## config.mk

```make
export PLATFORM = sky130hd
export DESIGN_NAME = irq_bank_ctrl
export DESIGN_NICKNAME = d
export VERILOG_FILES = /design/src/rtl/irqb_pkg.sv /design/src/rtl/irqb_field.sv /design/src/rtl/irqb_route.sv /design/src/rtl/irq_bank_ctrl.sv
export SDC_FILE = /design/constraint.sdc
export NUM_CORES = 1
export LEC_CHECK = 0
export BUFFER_PORTS_ARGS = -buffer_cell sky130_fd_sc_hd__buf_2
export CORE_UTILIZATION = 30
export CTS_CLUSTER_SIZE = 12
export DETAILED_ROUTE_END_ITERATION = 12
export SLEW_MARGIN = 30
export SYNTH_ARGS = -nofsm -noshare
export SYNTH_HDL_FRONTEND = slang
export SYNTH_SLANG_ARGS = --single-unit
```

## constraint.sdc

```tcl
create_clock -name clk -period 5.5 [get_ports clk]
set_clock_uncertainty 0.2 [all_clocks]
set_input_delay 1.1 -clock clk [delete_from_list [all_inputs] [get_ports clk]]
set_output_delay 1.1 -clock clk [all_outputs]
set_load 0.02 [all_outputs]
```

## src/rtl/irqb_pkg.sv

```systemverilog
package irqb_pkg;

   // Register offsets (byte addresses on the bus)
   localparam int unsigned OFS_FIQ_VIEW = 'h08;
   localparam int unsigned OFS_FORCE    = 'h14;
   localparam int unsigned OFS_CPU_EN   = 'h20;
   localparam int unsigned OFS_CPU_CLS  = 'h2C;
   localparam int unsigned OFS_COP_EN   = 'h30;
   localparam int unsigned OFS_COP_CLS  = 'h3C;

   // Alias distance from a set/clear register's readable location
   localparam int unsigned STEP_SET = 4;
   localparam int unsigned STEP_CLR = 8;

   // Field and processor counts
   localparam int unsigned NFLD  = 5;
   localparam int unsigned NPROC = 2;

   typedef enum logic [0:0] {
      KIND_SETCLR = 1'b0,
      KIND_PLAIN  = 1'b1
   } irqb_kind_e;

   typedef struct packed {
      logic irq;
      logic fiq;
   } irqb_line_t;

   // Field index map: 0 force, 1 cpu enable, 2 cpu class, 3 cop enable, 4 cop class
   function automatic int unsigned fld_base(input int unsigned idx);
      case (idx)
         0:       return OFS_FORCE;
         1:       return OFS_CPU_EN;
         2:       return OFS_CPU_CLS;
         3:       return OFS_COP_EN;
         default: return OFS_COP_CLS;
      endcase
   endfunction

   function automatic irqb_kind_e fld_kind(input int unsigned idx);
      return (idx == 2 || idx == 4) ? KIND_PLAIN : KIND_SETCLR;
   endfunction

   function automatic int unsigned en_idx(input int unsigned proc);
      return 1 + 2 * proc;
   endfunction

   function automatic int unsigned cls_idx(input int unsigned proc);
      return 2 + 2 * proc;
   endfunction

endpackage

```

## src/rtl/irqb_field.sv

```systemverilog
module irqb_field #(
   parameter int unsigned          W    = 32,
   parameter int unsigned          AW   = 8,
   parameter int unsigned          BASE = 0,
   parameter irqb_pkg::irqb_kind_e KIND = irqb_pkg::KIND_SETCLR
) (
   input  logic          clk,
   input  logic          rst_n,
   input  logic          we,
   input  logic [AW-1:0] addr,
   input  logic [W-1:0]  wdata,
   output logic [W-1:0]  q
);

   logic [W-1:0] nxt_q;

   generate
      if (KIND == irqb_pkg::KIND_SETCLR) begin : g_setclr
         localparam logic [AW-1:0] SET_A = AW'(BASE + irqb_pkg::STEP_SET);
         localparam logic [AW-1:0] CLR_A = AW'(BASE + irqb_pkg::STEP_CLR);
         always_comb begin
            nxt_q = q;
            if (we && addr == SET_A) begin
               nxt_q = q | wdata;
            end else if (we && addr == CLR_A) begin
               nxt_q = q & ~wdata;
            end
         end
      end else begin : g_plain
         localparam logic [AW-1:0] RW_A = AW'(BASE);
         always_comb begin
            nxt_q = q;
            if (we && addr == RW_A) begin
               nxt_q = wdata;
            end
         end
      end
   endgenerate

   always_ff @(posedge clk or negedge rst_n) begin
      if (!rst_n) begin
         q <= '0;
      end else begin
         q <= nxt_q;
      end
   end

endmodule

```

## src/rtl/irqb_route.sv

```systemverilog
module irqb_route #(
   parameter int unsigned W = 32
) (
   input  logic [W-1:0]          pend,
   input  logic [W-1:0]          en,
   input  logic [W-1:0]          cls,
   output irqb_pkg::irqb_line_t  line
);

   logic [W-1:0] active;

   assign active   = pend & en;
   assign line.irq = |(active & ~cls);
   assign line.fiq = |(active & cls);

endmodule

```

## src/rtl/irq_bank_ctrl.sv

```systemverilog
module irq_bank_ctrl #(
   parameter int unsigned NSRC = 32,
   parameter int unsigned AW   = 8
) (
   input  logic            clk,
   input  logic            rst_n,
   input  logic [NSRC-1:0] src_i,
   input  logic            bus_we,
   input  logic [AW-1:0]   bus_addr,
   input  logic [31:0]     bus_wdata,
   output logic [31:0]     bus_rdata,
   output logic            cpu_irq_o,
   output logic            cpu_fiq_o,
   output logic            cop_irq_o,
   output logic            cop_fiq_o
);
   import irqb_pkg::*;

   generate
      if (NSRC < 1 || NSRC > 32) begin : g_bad_nsrc
         $error("irq_bank_ctrl: NSRC must lie in 1..32");
      end
      if (AW < 6) begin : g_bad_aw
         $error("irq_bank_ctrl: AW must reach offset 0x3C");
      end
   endgenerate

   localparam logic [AW-1:0] A_FIQ  = AW'(OFS_FIQ_VIEW);
   localparam logic [AW-1:0] A_FRC  = AW'(OFS_FORCE);
   localparam logic [AW-1:0] A_FRCS = AW'(OFS_FORCE + STEP_SET);
   localparam logic [AW-1:0] A_FRCC = AW'(OFS_FORCE + STEP_CLR);
   localparam logic [AW-1:0] A_CEN  = AW'(OFS_CPU_EN);
   localparam logic [AW-1:0] A_CENS = AW'(OFS_CPU_EN + STEP_SET);
   localparam logic [AW-1:0] A_CENC = AW'(OFS_CPU_EN + STEP_CLR);
   localparam logic [AW-1:0] A_CCLS = AW'(OFS_CPU_CLS);
   localparam logic [AW-1:0] A_OEN  = AW'(OFS_COP_EN);
   localparam logic [AW-1:0] A_OENS = AW'(OFS_COP_EN + STEP_SET);
   localparam logic [AW-1:0] A_OENC = AW'(OFS_COP_EN + STEP_CLR);
   localparam logic [AW-1:0] A_OCLS = AW'(OFS_COP_CLS);

   logic [NFLD-1:0][NSRC-1:0] fld_q;
   logic [NSRC-1:0]           wd;
   logic [NSRC-1:0]           frc;
   logic [NSRC-1:0]           cpu_en;
   logic [NSRC-1:0]           cpu_cls;
   logic [NSRC-1:0]           cop_en;
   logic [NSRC-1:0]           cop_cls;
   logic [NSRC-1:0]           pend;
   logic [NSRC-1:0]           fiq_view;
   logic [NSRC-1:0]           rd_w;
   irqb_line_t [NPROC-1:0]    line;

   assign wd = bus_wdata[NSRC-1:0];

   // Register fields
   generate
      for (genvar g = 0; g < NFLD; g++) begin : g_fld
         irqb_field #(
            .W    (NSRC),
            .AW   (AW),
            .BASE (fld_base(g)),
            .KIND (fld_kind(g))
         ) u_fld (
            .clk   (clk),
            .rst_n (rst_n),
            .we    (bus_we),
            .addr  (bus_addr),
            .wdata (wd),
            .q     (fld_q[g])
         );
      end
   endgenerate

   assign frc     = fld_q[0];
   assign cpu_en  = fld_q[en_idx(0)];
   assign cpu_cls = fld_q[cls_idx(0)];
   assign cop_en  = fld_q[en_idx(1)];
   assign cop_cls = fld_q[cls_idx(1)];

   assign pend     = src_i | frc;
   assign fiq_view = pend & cpu_en & cpu_cls;

   // Per-processor steering
   generate
      for (genvar p = 0; p < NPROC; p++) begin : g_proc
         irqb_route #(
            .W (NSRC)
         ) u_route (
            .pend (pend),
            .en   (fld_q[en_idx(p)]),
            .cls  (fld_q[cls_idx(p)]),
            .line (line[p])
         );
      end
   endgenerate

   assign cpu_irq_o = line[0].irq;
   assign cpu_fiq_o = line[0].fiq;
   assign cop_irq_o = line[1].irq;
   assign cop_fiq_o = line[1].fiq;

   // Read path
   always_comb begin
      case (bus_addr)
         A_FIQ:                 rd_w = fiq_view;
         A_FRC, A_FRCS, A_FRCC: rd_w = frc;
         A_CEN, A_CENS, A_CENC: rd_w = cpu_en;
         A_CCLS:                rd_w = cpu_cls;
         A_OEN, A_OENS, A_OENC: rd_w = cop_en;
         A_OCLS:                rd_w = cop_cls;
         default:               rd_w = '0;
      endcase
   end

   assign bus_rdata = 32'(rd_w);

endmodule

```

# Word level (Yosys, flattened, before mapping)
# Cells that the tools add are included.
dict set report totals {
  regBits 160
  latch_bits 0
  mem_bits_rw 0
  romBits 0
  in_bits 75
  word_cells 58
  memories 0
}
dict set report op_classes {
  add_sub_neg 0
  n_mul 0
  n_div 0
  magnitude_cmp 0
  eq_ne 12
  shift 0
  muxes 7
  bitwise 16
  n_reduce_logical 18
}
# operator count
set ops {}
lappend ops {{$and 32x32->32} 9}
lappend ops {{$mux 32} 6}
lappend ops {{$pmux 32 s6} 1}
lappend ops {{$or 32x32->32} 4}
lappend ops {{$reduce_or 32->1} 4}
lappend ops {{$not 32->32} 3}
lappend ops {{$eq 8x6->1 const B} 8}
lappend ops {{$eq 8x5->1 const B} 3}
lappend ops {{$reduce_or 3->1} 3}
lappend ops {{$eq 8x4->1 const B} 1}
lappend ops {{$logic_and 1x1->1} 8}
lappend ops {{$reduce_bool 2->1} 3}

# Longest topological paths before layout
dict set report logic_depth {
  depth_word 4
  mapped_depth 8
  ltp_nobuf 5
}

# Cells and area by module
# From an unflattened synthesis, not the netlist that was laid out.
dict set report unflattened {
  cells_unflattened 1069
  area_unflattened_um2 10774.1
}
# mod n_inst cells_each area_each_um2 seq_area_each_um2
set modules_own_cells {}
lappend modules_own_cells {{irqb_field (g_fld[1].u_fld)} 1 185 1940.6 800.8}
lappend modules_own_cells {{irqb_field (g_fld[3].u_fld)} 1 185 1746.7 800.8}
lappend modules_own_cells {irq_bank_ctrl 1 229 1709.1 0.0}
lappend modules_own_cells {{irqb_field (g_fld[0].u_fld)} 1 140 1697.9 800.8}
lappend modules_own_cells {{irqb_field (g_fld[4].u_fld)} 1 70 1360.1 800.8}
lappend modules_own_cells {{irqb_field (g_fld[2].u_fld)} 1 70 1351.3 800.8}
lappend modules_own_cells {irqb_route 2 95 484.2 0.0}

# Worst setup path before layout
# No wires, ideal clock.
dict set report synth_path {
  kind {input to output}
  startpoint {in bus_addr[2]}
  endpoint {out bus_rdata[9]}
  arrival_time_ns 2.950
  required_ns 4.200
  slack_ns 1.250
  cell_stages 6
  path_cell_list {buf_6 or4b_4 or4_1 buf_2 buf_2 o211ai_1}
}
dict set report synth_between {
  elab_chain_cells 3
  elab_cells_between_ends 16
  classes_between {12 x eq/ne; 1 x mux; 3 x reduce/logical}
}
# element line_no
set synth_lines {}
lappend synth_lines {{from (decl)} irq_bank_ctrl.sv:9} ;# input logic [AW-1:0] bus_addr,
lappend synth_lines {{$eq 8x6->1 / $eq 8x5->1 (equally long branches)} irq_bank_ctrl.sv:104} ;# case (bus_addr)
lappend synth_lines {{$reduce_or 3->1} irq_bank_ctrl.sv:104}
lappend synth_lines {{$pmux 32 s6 *} irq_bank_ctrl.sv:104}
lappend synth_lines {{to (decl)} irq_bank_ctrl.sv:11} ;# output logic [31:0] bus_rdata,
# Mark *: on every way between the ends. The rest lies on a longest branch, timed or not.

# Worst setup path in the final report
dict set report layout_path {
  startpoint {in bus_addr[2]}
  endpoint {out bus_rdata[6]}
}
# The elaborated chain is that of the path after synthesis.

==> metrics <==
Total Die Area=0.02885 mm2; vias per inst=5.892; largest net degree at the start of global routing=90; Total Power=2.803 mW; n_diodes=0; GRT Util Overall=23.24%; top post-synthesis cells by area=dfrtp_1, mux2_2, a22o_1; first-pass GRT wire length=49080 um; crit path kind=input pin to output pin; # Post-CTS Setup Buffers=0; Peak Freq=218.5 MHz; H-tree depth=4; Tcrit/Tclk final=83.20%; CTS max path bufs=2; Gate Count Post-Synth=887; max-cap violation count=0; P per Cell Area=278.0 mW/mm2; num ports=111; antenna viol nets, final=0; most frequent cells in the layout=dfrtp_1, nand2_1, buf_2; Fillers=2868; outcome=complete, no violations; setup TNS=0 ps; final core occ=36.30%; Reg2Reg Depth=1; reg2reg setup slack=4410 ps; Final Critical Period=4576 ps; Synth async-reset ratio=100.0%; Detail Placement HPWL=22160 um; Setup-failing EPs final=0; Hold Path Class=register to register; Max VDD drop=0.1932 mV; Yosys cell types=43; final layout net count=1063; Initial Util=30.42%; Synth Warn #=0; Syn-to-layout area delta=19.32%; Worst Hold Slack=297.5 ps; Remaining Overflow, GRT=0; syn avg cell area=9.529 um2; Clock Sinks=160; Most used DFF post-synth=dfrtp_1; Worst setup EP type=output pin; CP arrival=3280 ps; end of the worst register-to-register path=g_fld[4].u_fld.q[18]$_DFFE_PN0P_; crit-path cells=buf_2 > buf_4 > a211oi_1 > and2_1 > buf_4 > a22oi_1 > nand4_1 > buf_2; CTS clk-pin slew, worst paths=60 ps; commonest non-fill, non-tap cell in the layout=dfrtp_1; layout cells sized above 1=24.28%; CTS tree=yes; Least-Margin Pin Slew=937.8 ps; post-synthesis sequential area ratio=47.37%; Inserted Clock Buffers=17; 1st-iter DRT viols=1075; dpl ws=981.8 ps; Slew headroom=37.33%; Post-synth EDFFs=0; IO buf count=110; critical path's largest stage delay=610 ps; RSZ-0062 raised after global routing=false; synthesized flop and latch total=160; DRC violation count after routing=0; GPL Wtd Cong=0.9243; clock insertion delay at the later pin of the skew report=430 ps; slack of the critical path=924.2 ps; Routed WL=32770 um; worst setup path end=bus_rdata[6]; Die W=169.8 um; Core ar.=0.02778 mm2; post-synth top area cell=dfrtp_1; post-CTS resize count=0; slowest CP cell=and2_1; crit start category=input pin; Synth Net Count=962; cell area after synthesis=0.008452 mm2; Leak=4.397 nW; Synth top area share=47.37%; number of global-route vias before repair=7724; CP Launch Point=bus_addr[2]; Reg2Reg Launch Point=g_fld[4].u_fld.q[18]$_DFFE_PN0P_; Post-CTS Hold Buffers=0; WP data required=4200 ps; Root Driver=clkbuf_16; Final Hold Fails=0; Die Y-Extent=169.8 um; Crit Path Max Fanout=36; total number of vias=8125; TritonRoute pass-1 iters=6; pins over their slew limit=0; WL per Instance=23.76 um; initial antenna violation count=1; # rows=61
==> critical path: cells and delay by family <==
kind            cells  cell delay, ps
buf+inv             4             900
simple gates        2             770
compound gates      2             480
==> per-stage QoR <==
stage	std cells	cell area, um2
3_5_place_dp	1347	9469
4_1_cts	1379	10080
6_report	1379	10080
3_3_place_gp	1347	9469
2_1_floorplan	887	8452
5_1_grt	1379	10080
==> Yosys cell counts (all sizes together) (2+ instances only) <==
cell type  number
a221o           2
a32o            5
or4             4
dfrtp         160
a22oi          68
nand3b          3
or3             2
inv            13
nor4b           2
or2            13
nand4          16
a31oi           6
o211a           2
nor2b           2
nor4           10
o21ai          86
and2            2
and3            4
nand3          43
buf            14
o211ai         38
nand2         151
o22ai          28
mux2           57
nor2           26
clkbuf         35
a22o           65
a21oi          18
==> worst min-delay path by stage <==
stage                  start  endpoint  slack (ps)  depth (start not counted)
floorplan           register  register         260                          2
global placement    register  register         280                          2
detailed placement  register  register         290                          2
CTS                 register  register         300                          2
global route        register  register         330                          2
finish              register  register         300                          2
==> where the power goes <==
group	internal (mW)	total (mW)	switching [mW]
Sequential	1.24	1.31	0.0734
Clock	0.738	1.25	0.512
Combinational	0.0926	0.244	0.151
==> logic make-up (layout without fill, tap and decap cells) <==
logic type             after synthesis  count (layout)  share of synthesized area [%]
multiplexers                        57              57                          7.594
buffers and inverters               62             176                          2.946
flip-flops                         160             160                          47.37
AND/OR/NAND/NOR                    283             283                          15.48
AO/OA/AOI/OAI                      325             325                          26.60
==> routing by layer <==
layer	track usage, %	part of all wire (%)	up-vias
li1	-	-	3580
met1	32.72	43	4004
met2	34.05	44	484
met3	6.256	11	55
met4	8.147	2.4	2
met5	0	0.024	-
==> layout make-up <==
type,count,area (um2),area share [%]
clock buffer,19,452.9,4.491
inverter,13,48.80,0.4839
clock inverter,13,162.7,1.613
sequential,160,4004,39.70
multi-input combinational,665,4229,41.94
timing repair buffer,131,714.4,7.084
tap,378,473.0,4.690
No activity file was read; power rests on OpenSTA's default activity.
